==> src/rtl/mrt_pkg.sv <==
package mrt_pkg;
  typedef enum logic [1:0] {
    ST_IDLE  = 2'd0,
    ST_FILL  = 2'd1,
    ST_READ  = 2'd2,
    ST_DRAIN = 2'd3
  } mrt_state_e;

  localparam logic [7:0] FILL_BYTE = 8'h1E;
endpackage

==> src/rtl/mrt_sequencer.sv <==
module mrt_sequencer
  import mrt_pkg::*;
#(
  parameter int DEPTH = 32,
  parameter int AW    = 5
) (
  input  logic          clk_i,
  input  logic          rst_ni,
  input  logic          start_i,
  input  logic          drain_done_i,
  output logic          clear_o,
  output logic          busy_o,
  output logic          req_o,
  output logic          we_o,
  output logic          issue_o,
  output logic          last_o,
  output logic [AW-1:0] addr_o
);
  localparam logic [AW-1:0] LAST_ADDR = AW'(DEPTH - 1);

  mrt_state_e    state_q, state_d;
  logic [AW-1:0] addr_q, addr_d;
  logic          at_last;

  assign at_last = (addr_q == LAST_ADDR);

  always_comb begin
    state_d = state_q;
    addr_d  = addr_q;
    unique case (state_q)
      ST_IDLE: begin
        if (start_i) begin
          state_d = ST_FILL;
          addr_d  = '0;
        end
      end
      ST_FILL: begin
        if (at_last) begin
          state_d = ST_READ;
          addr_d  = '0;
        end else begin
          addr_d = addr_q + 1'b1;
        end
      end
      ST_READ: begin
        if (at_last) state_d = ST_DRAIN;
        else         addr_d  = addr_q + 1'b1;
      end
      ST_DRAIN: begin
        if (drain_done_i) state_d = ST_IDLE;
      end
      default: state_d = ST_IDLE;
    endcase
  end

  always_ff @(posedge clk_i or negedge rst_ni) begin
    if (!rst_ni) begin
      state_q <= ST_IDLE;
      addr_q  <= '0;
    end else begin
      state_q <= state_d;
      addr_q  <= addr_d;
    end
  end

  assign clear_o = (state_q == ST_IDLE) && start_i;
  assign busy_o  = (state_q != ST_IDLE);
  assign req_o   = (state_q == ST_FILL) || (state_q == ST_READ);
  assign we_o    = (state_q == ST_FILL);
  assign issue_o = (state_q == ST_READ);
  assign last_o  = (state_q == ST_READ) && at_last;
  assign addr_o  = addr_q;
endmodule

==> src/rtl/mrt_latency_pipe.sv <==
module mrt_latency_pipe #(
  parameter int LAT = 16,
  parameter int AW  = 5
) (
  input  logic          clk_i,
  input  logic          rst_ni,
  input  logic          push_i,
  input  logic          last_i,
  input  logic [AW-1:0] addr_i,
  output logic          due_o,
  output logic          due_last_o,
  output logic [AW-1:0] due_addr_o
);
  logic [LAT-1:0] vld_q;
  logic [LAT-1:0] lst_q;
  logic [AW-1:0]  adr_q [LAT];

  // Stage k holds a read issued k+1 cycles ago; the tail is due now.
  for (genvar g = 0; g < LAT; g++) begin : g_stage
    logic          v_in, l_in;
    logic [AW-1:0] a_in;
    if (g == 0) begin : g_head
      assign v_in = push_i;
      assign l_in = last_i;
      assign a_in = addr_i;
    end else begin : g_body
      assign v_in = vld_q[g-1];
      assign l_in = lst_q[g-1];
      assign a_in = adr_q[g-1];
    end
    always_ff @(posedge clk_i or negedge rst_ni) begin
      if (!rst_ni) begin
        vld_q[g] <= 1'b0;
        lst_q[g] <= 1'b0;
        adr_q[g] <= '0;
      end else begin
        vld_q[g] <= v_in;
        lst_q[g] <= v_in && l_in;
        adr_q[g] <= a_in;
      end
    end
  end

  assign due_o      = vld_q[LAT-1];
  assign due_last_o = lst_q[LAT-1];
  assign due_addr_o = adr_q[LAT-1];
endmodule

==> src/rtl/mrt_result_tracker.sv <==
module mrt_result_tracker
  import mrt_pkg::*;
#(
  parameter int DATA_W = 32,
  parameter int AW     = 5,
  parameter int CNT_W  = 4
) (
  input  logic              clk_i,
  input  logic              rst_ni,
  input  logic              clear_i,
  input  logic              active_i,
  input  logic              due_i,
  input  logic              due_last_i,
  input  logic [AW-1:0]     due_addr_i,
  input  logic              rvalid_i,
  input  logic [DATA_W-1:0] rdata_i,
  output logic              done_o,
  output logic              err_o,
  output logic              lat_err_o,
  output logic [CNT_W-1:0]  err_cnt_o,
  output logic [AW-1:0]     first_err_addr_o
);
  localparam logic [DATA_W-1:0] PATTERN = {(DATA_W/8){FILL_BYTE}};
  localparam logic [CNT_W-1:0]  CNT_MAX = '1;

  logic             mismatch, lat_viol;
  logic             err_q, lat_q, done_q;
  logic [CNT_W-1:0] cnt_q;
  logic [AW-1:0]    first_q;

  assign mismatch = due_i && rvalid_i && (rdata_i != PATTERN);
  assign lat_viol = active_i && (due_i != rvalid_i);

  always_ff @(posedge clk_i or negedge rst_ni) begin
    if (!rst_ni) begin
      err_q   <= 1'b0;
      lat_q   <= 1'b0;
      done_q  <= 1'b0;
      cnt_q   <= '0;
      first_q <= '0;
    end else if (clear_i) begin
      err_q   <= 1'b0;
      lat_q   <= 1'b0;
      done_q  <= 1'b0;
      cnt_q   <= '0;
      first_q <= '0;
    end else begin
      done_q <= due_i && due_last_i;
      if (lat_viol) lat_q <= 1'b1;
      if (mismatch) begin
        err_q <= 1'b1;
        if (!err_q) first_q <= due_addr_i;
        if (cnt_q != CNT_MAX) cnt_q <= cnt_q + 1'b1;
      end
    end
  end

  assign done_o           = done_q;
  assign err_o            = err_q;
  assign lat_err_o        = lat_q;
  assign err_cnt_o        = cnt_q;
  assign first_err_addr_o = first_q;
endmodule

==> src/rtl/mem_readback_tester.sv <==
module mem_readback_tester
  import mrt_pkg::*;
#(
  parameter  int DEPTH    = 32,
  parameter  int DATA_W   = 32,
  parameter  int READ_LAT = 16,
  parameter  int CNT_W    = 4,
  localparam int AW       = (DEPTH > 1) ? $clog2(DEPTH) : 1
) (
  input  logic              clk_i,
  input  logic              rst_ni,
  input  logic              start_i,
  output logic              mem_req_o,
  output logic              mem_we_o,
  output logic [AW-1:0]     mem_addr_o,
  output logic [DATA_W-1:0] mem_wdata_o,
  input  logic              mem_rvalid_i,
  input  logic [DATA_W-1:0] mem_rdata_i,
  output logic              busy_o,
  output logic              done_o,
  output logic              err_o,
  output logic              lat_err_o,
  output logic [CNT_W-1:0]  err_cnt_o,
  output logic [AW-1:0]     first_err_addr_o
);
  logic          clear, busy, issue, last_rd;
  logic          due, due_last;
  logic [AW-1:0] due_addr;

  mrt_sequencer #(.DEPTH(DEPTH), .AW(AW)) u_seq (
    .clk_i       (clk_i),
    .rst_ni      (rst_ni),
    .start_i     (start_i),
    .drain_done_i(due && due_last),
    .clear_o     (clear),
    .busy_o      (busy),
    .req_o       (mem_req_o),
    .we_o        (mem_we_o),
    .issue_o     (issue),
    .last_o      (last_rd),
    .addr_o      (mem_addr_o)
  );

  mrt_latency_pipe #(.LAT(READ_LAT), .AW(AW)) u_pipe (
    .clk_i     (clk_i),
    .rst_ni    (rst_ni),
    .push_i    (issue),
    .last_i    (last_rd),
    .addr_i    (mem_addr_o),
    .due_o     (due),
    .due_last_o(due_last),
    .due_addr_o(due_addr)
  );

  mrt_result_tracker #(.DATA_W(DATA_W), .AW(AW), .CNT_W(CNT_W)) u_res (
    .clk_i           (clk_i),
    .rst_ni          (rst_ni),
    .clear_i         (clear),
    .active_i        (busy),
    .due_i           (due),
    .due_last_i      (due_last),
    .due_addr_i      (due_addr),
    .rvalid_i        (mem_rvalid_i),
    .rdata_i         (mem_rdata_i),
    .done_o          (done_o),
    .err_o           (err_o),
    .lat_err_o       (lat_err_o),
    .err_cnt_o       (err_cnt_o),
    .first_err_addr_o(first_err_addr_o)
  );

  assign mem_wdata_o = {(DATA_W/8){FILL_BYTE}};
  assign busy_o      = busy;
endmodule

==> config.mk <==
export PLATFORM = sky130hd
export DESIGN_NAME = mem_readback_tester
export DESIGN_NICKNAME = d
export VERILOG_FILES = /design/src/rtl/mrt_pkg.sv /design/src/rtl/mrt_sequencer.sv /design/src/rtl/mrt_latency_pipe.sv /design/src/rtl/mrt_result_tracker.sv /design/src/rtl/mem_readback_tester.sv
export SDC_FILE = /design/constraint.sdc
export NUM_CORES = 1
export LEC_CHECK = 0
export BUFFER_PORTS_ARGS = -buffer_cell sky130_fd_sc_hd__buf_2
export CORE_MARGIN = 10
export CORE_UTILIZATION = 54
export CTS_CLUSTER_DIAMETER = 60
export DETAILED_ROUTE_END_ITERATION = 10
export GPL_TIMING_DRIVEN = 0
export PLACE_DENSITY = 0.76
export SYNTH_ARGS = -nofsm -noshare
export SYNTH_HDL_FRONTEND = slang
export SYNTH_HIERARCHICAL = 1
export SYNTH_SLANG_ARGS = --single-unit
==> constraint.sdc <==
create_clock -name clk_i -period 2.6 [get_ports clk_i]
set_input_delay 0.13 -clock clk_i [delete_from_list [all_inputs] [get_ports clk_i]]
set_output_delay 0.13 -clock clk_i [all_outputs]
set_load 0.03 [all_outputs]
==> qor.yml <==
slowest_delay_ps: 430
port_buffers: 55
cts_num_sinks: 131
cts-root-buf: "clkbuf_8"
overflow: 0
regArea_um2: 3280
internal_power_w: 0.00404
p_leak_nw: 2.69
cp.arrival_ps: 2390
r2r-end: "u_seq/addr_o[0]"
place_inst: 472
dr_total_vias: 2318
synth_top_family_by_area: "simple AND/OR/NAND/NOR gates"
die_w_um: 111
pin_count: 88
synthSimpleGateAreaFrac: 0.114
syn_area_per_cell_um2: 15.9
antenna_found_initial: 0
clock.fmax_ghz: 0.498
grt_pass1_vias: 2623
cts_htree_levels: 4
timing.critical_path.to: "u_seq/addr_o[0]"
num_rows: 33
synth.distinct_cells: 34
ant_nets: 0
first_pass_iters: 4
clk_latency_ps: 500
synth_edf_count: 0
maxCapViolations: 0
grt_usage: 0.131
setup_ws_ps: 592
cp-startpoint: "u_seq/addr_o[0]"
grt_max_degree: 85
final_core_util: 0.701
die_y_um: 111
rr_startpoint: "u_seq/addr_o[0]"
gp_congestion: 0.825
clock_skew_ps: 7.61
postCtsSetupBuffers: 0
multi_input_area_um2: 1030
wl_per_cell_um: 15.0
syn2layout_area_growth_pct: 27.5
grt_pass1_wl_um: 13000
comb_power_share: 0.084
place_ws_ps: 608
synthMuxAreaShare: 0.0294
path_delay_family: "simple AND/OR/NAND/NOR gates"
async_flop_share: 1.00
yosysTopAreaCellShare: 0.733
cp_num_cells: 6
cts-buffers-inserted: 17
drt-initial-drc-count: 45
drive_gt1_frac: 0.344
diodes: 0
min_period_ps: 2010
ys_warn_count: 6
path_class: "reg -> reg"
instances_no_fill: 506
synth-xor-area-share: 0
synth_top_area_cell: "dfrtp_1"
die-area_um2: 12300
synth_compound_area_frac: 0.0322
cts-resized-gates: 0
r2r_slack_ps: 590
fin_crit_sh: 0.772
syn_area_um2: 4470
setup_violations: 0
cts_buffer_depth: 2
nets: 434
syn_inst: 281
slowest_stage: "dfrtp_1"
power_frac_clock: 0.505
drc: 0
viasPerCell: 4.58
p_sw_frac: 0.213
synth_top_flop_cell: "dfrtp_1"
routed_wl_um: 7570
coreArea_um2: 8130
end_kind: "register"
tritoncts: "done"
drv_slew: 0
required_ps: 2980
cpMostUsedCell: "ha_1"
p_sw_w: 0.00109
yosysSeqAreaShare: 0.733
seqPwrFrac: 0.411
outcome: "complete, no violations"
hold_class: "in -> async"
ys_seq_elements: 131
rr_worst_depth: 6
critPathBufInv: 0
cp_cell_sequence: "ha_1, and3_1, ha_1, and2_4, or3_4, mux2_4"
power_density_nw_per_um2: 900
hpwl_um: 4780
hold_viol_final: 0
rsz0062_at_grt: "false"
synthAdderAreaFrac: 0.0280
cts.clk_slew.worst_paths_ps: 60
synth_area_leaders: "dfrtp_1 (73%), buf_4 (5.4%), ha_1 (2.8%), and2_1 (2.5%), nor4b_4 (2.1%)"
cp_max_fo: 5
start_util: 0.550
peakVddDrop_uv: 665
fill_cells: 538
critical_path.startpoint_type: "register"
## registers in the layout, summed over array words and instances, names as in the netlist
name and flops:
u_pipe/due_addr_o 5, u_pipe/g_stage.l_in 15, u_seq/state_q 2, u_pipe/due_o 1
u_seq/addr_o 5, u_pipe/due_last_o 1, u_res/first_err_addr_o 5, u_res/err_cnt_o 4
u_pipe/g_stage.a_in 75, u_res/lat_err_o 1, u_pipe/g_stage.v_in 15, u_res/err_o 1
u_res/done_o 1
## cell families (layout without fill, tap and decap cells)
group,Yosys count,after routing
flops,131,131
mux,11,11
other cells,2,32
buf+inv,41,131
simple gates,67,67
fa+ha+maj,10,10
compound gates,19,19
## area by class of cell
| cell class | instances | share of cell area |
|---|---|---|
| Clock inverter | 10 | 0.0356 |
| Multi-Input combinational cell | 139 | 0.181 |
| Inverter | 7 | 0.00461 |
| Clock buffer | 22 | 0.0795 |
| Timing Repair Buffer | 58 | 0.0577 |
| Sequential cell | 131 | 0.575 |
| Buffer | 34 | 0.0435 |
| Tap cell | 105 | 0.0230 |
## worst min-delay path by stage
stage / endpoint / slack, ps / depth (start not counted)
after floorplan: u_pipe/due_addr_o[0] / -170 / 0
after global placement: u_pipe/due_addr_o[4] / 330 / 0
after detailed placement: u_res/first_err_addr_o[0] / 90 / 1
after CTS: u_res/err_o / 100 / 5
after global routing: u_pipe/g_stage[15].a_in[0] / 140 / 2
final: u_pipe/due_addr_o[0] / 130 / 2
## layout by cell type (no fill, tap or decap), drive strengths merged, types with 2 or more instances in the layout
cell type,instances
nor2b,5
conb,32
and4b,4
clkbuf,24
a21oi,8
mux2i,6
nand4,3
and4,2
dfrtp,131
and3,2
nand2b,12
nor3,2
buf,88
o21ai,5
mux2,5
nor4b,4
clkinv,3
bufinv,6
dlygate4sd3,2
a22o,3
nand2,5
and2,19
ha,10
inv,7
nor2,6
## per-stage QoR
stage | instance area (um^2) | setup TNS (ps) | hold WS [ps] | total power [W]
after floorplan | 4580 | 0 | -166 | 0.00243
after global placement | 4990 | -5050 | 333 | 0.00255
after detailed placement | 5020 | 0 | 90.9 | 0.00257
after CTS | 5700 | 0 | 105 | 0.00519
after global routing | 5700 | 0 | 142 | 0.00532
final | 5700 | 0 | 125 | 0.00513
## power groups by stage
stage	Clock, W	Combinational (W)	Sequential [W]
2_1_floorplan	0	0.000236	0.00220
3_3_place_gp	0	0.000409	0.00214
3_5_place_dp	0	0.000424	0.00214
4_1_cts	0.00265	0.000429	0.00211
5_1_grt	0.00274	0.000468	0.00211
6_report	0.00259	0.000429	0.00211
## synthesized netlist by cell type (all sizes together) (5+ instances only)
cell / number
a21oi: 8
and2: 19
buf: 32
dfrtp: 131
ha: 10
inv: 7
mux2: 5
mux2i: 6
nand2: 5
nand2b: 12
nor2: 6
nor2b: 5
o21ai: 5
## per-layer routing
| layer | vias up | GRT usage | share of wire |
|---|---|---|---|
| met5 | - | 0 | 0 |
| li1 | 1073 | - | - |
| met4 | 0 | 0.0434 | 0.0067 |
| met1 | 1165 | 0.149 | 0.42 |
| met2 | 73 | 0.221 | 0.51 |
| met3 | 7 | 0.0514 | 0.056 |
## what timing repair did
item / 4_1_cts / 5_1_grt
hold buffers: 2 / 0
endpoints found under the setup margin: 0 / 0
hold endpoints to repair: 79 / 0
Note: power is estimated with default switching activity, not from simulation.
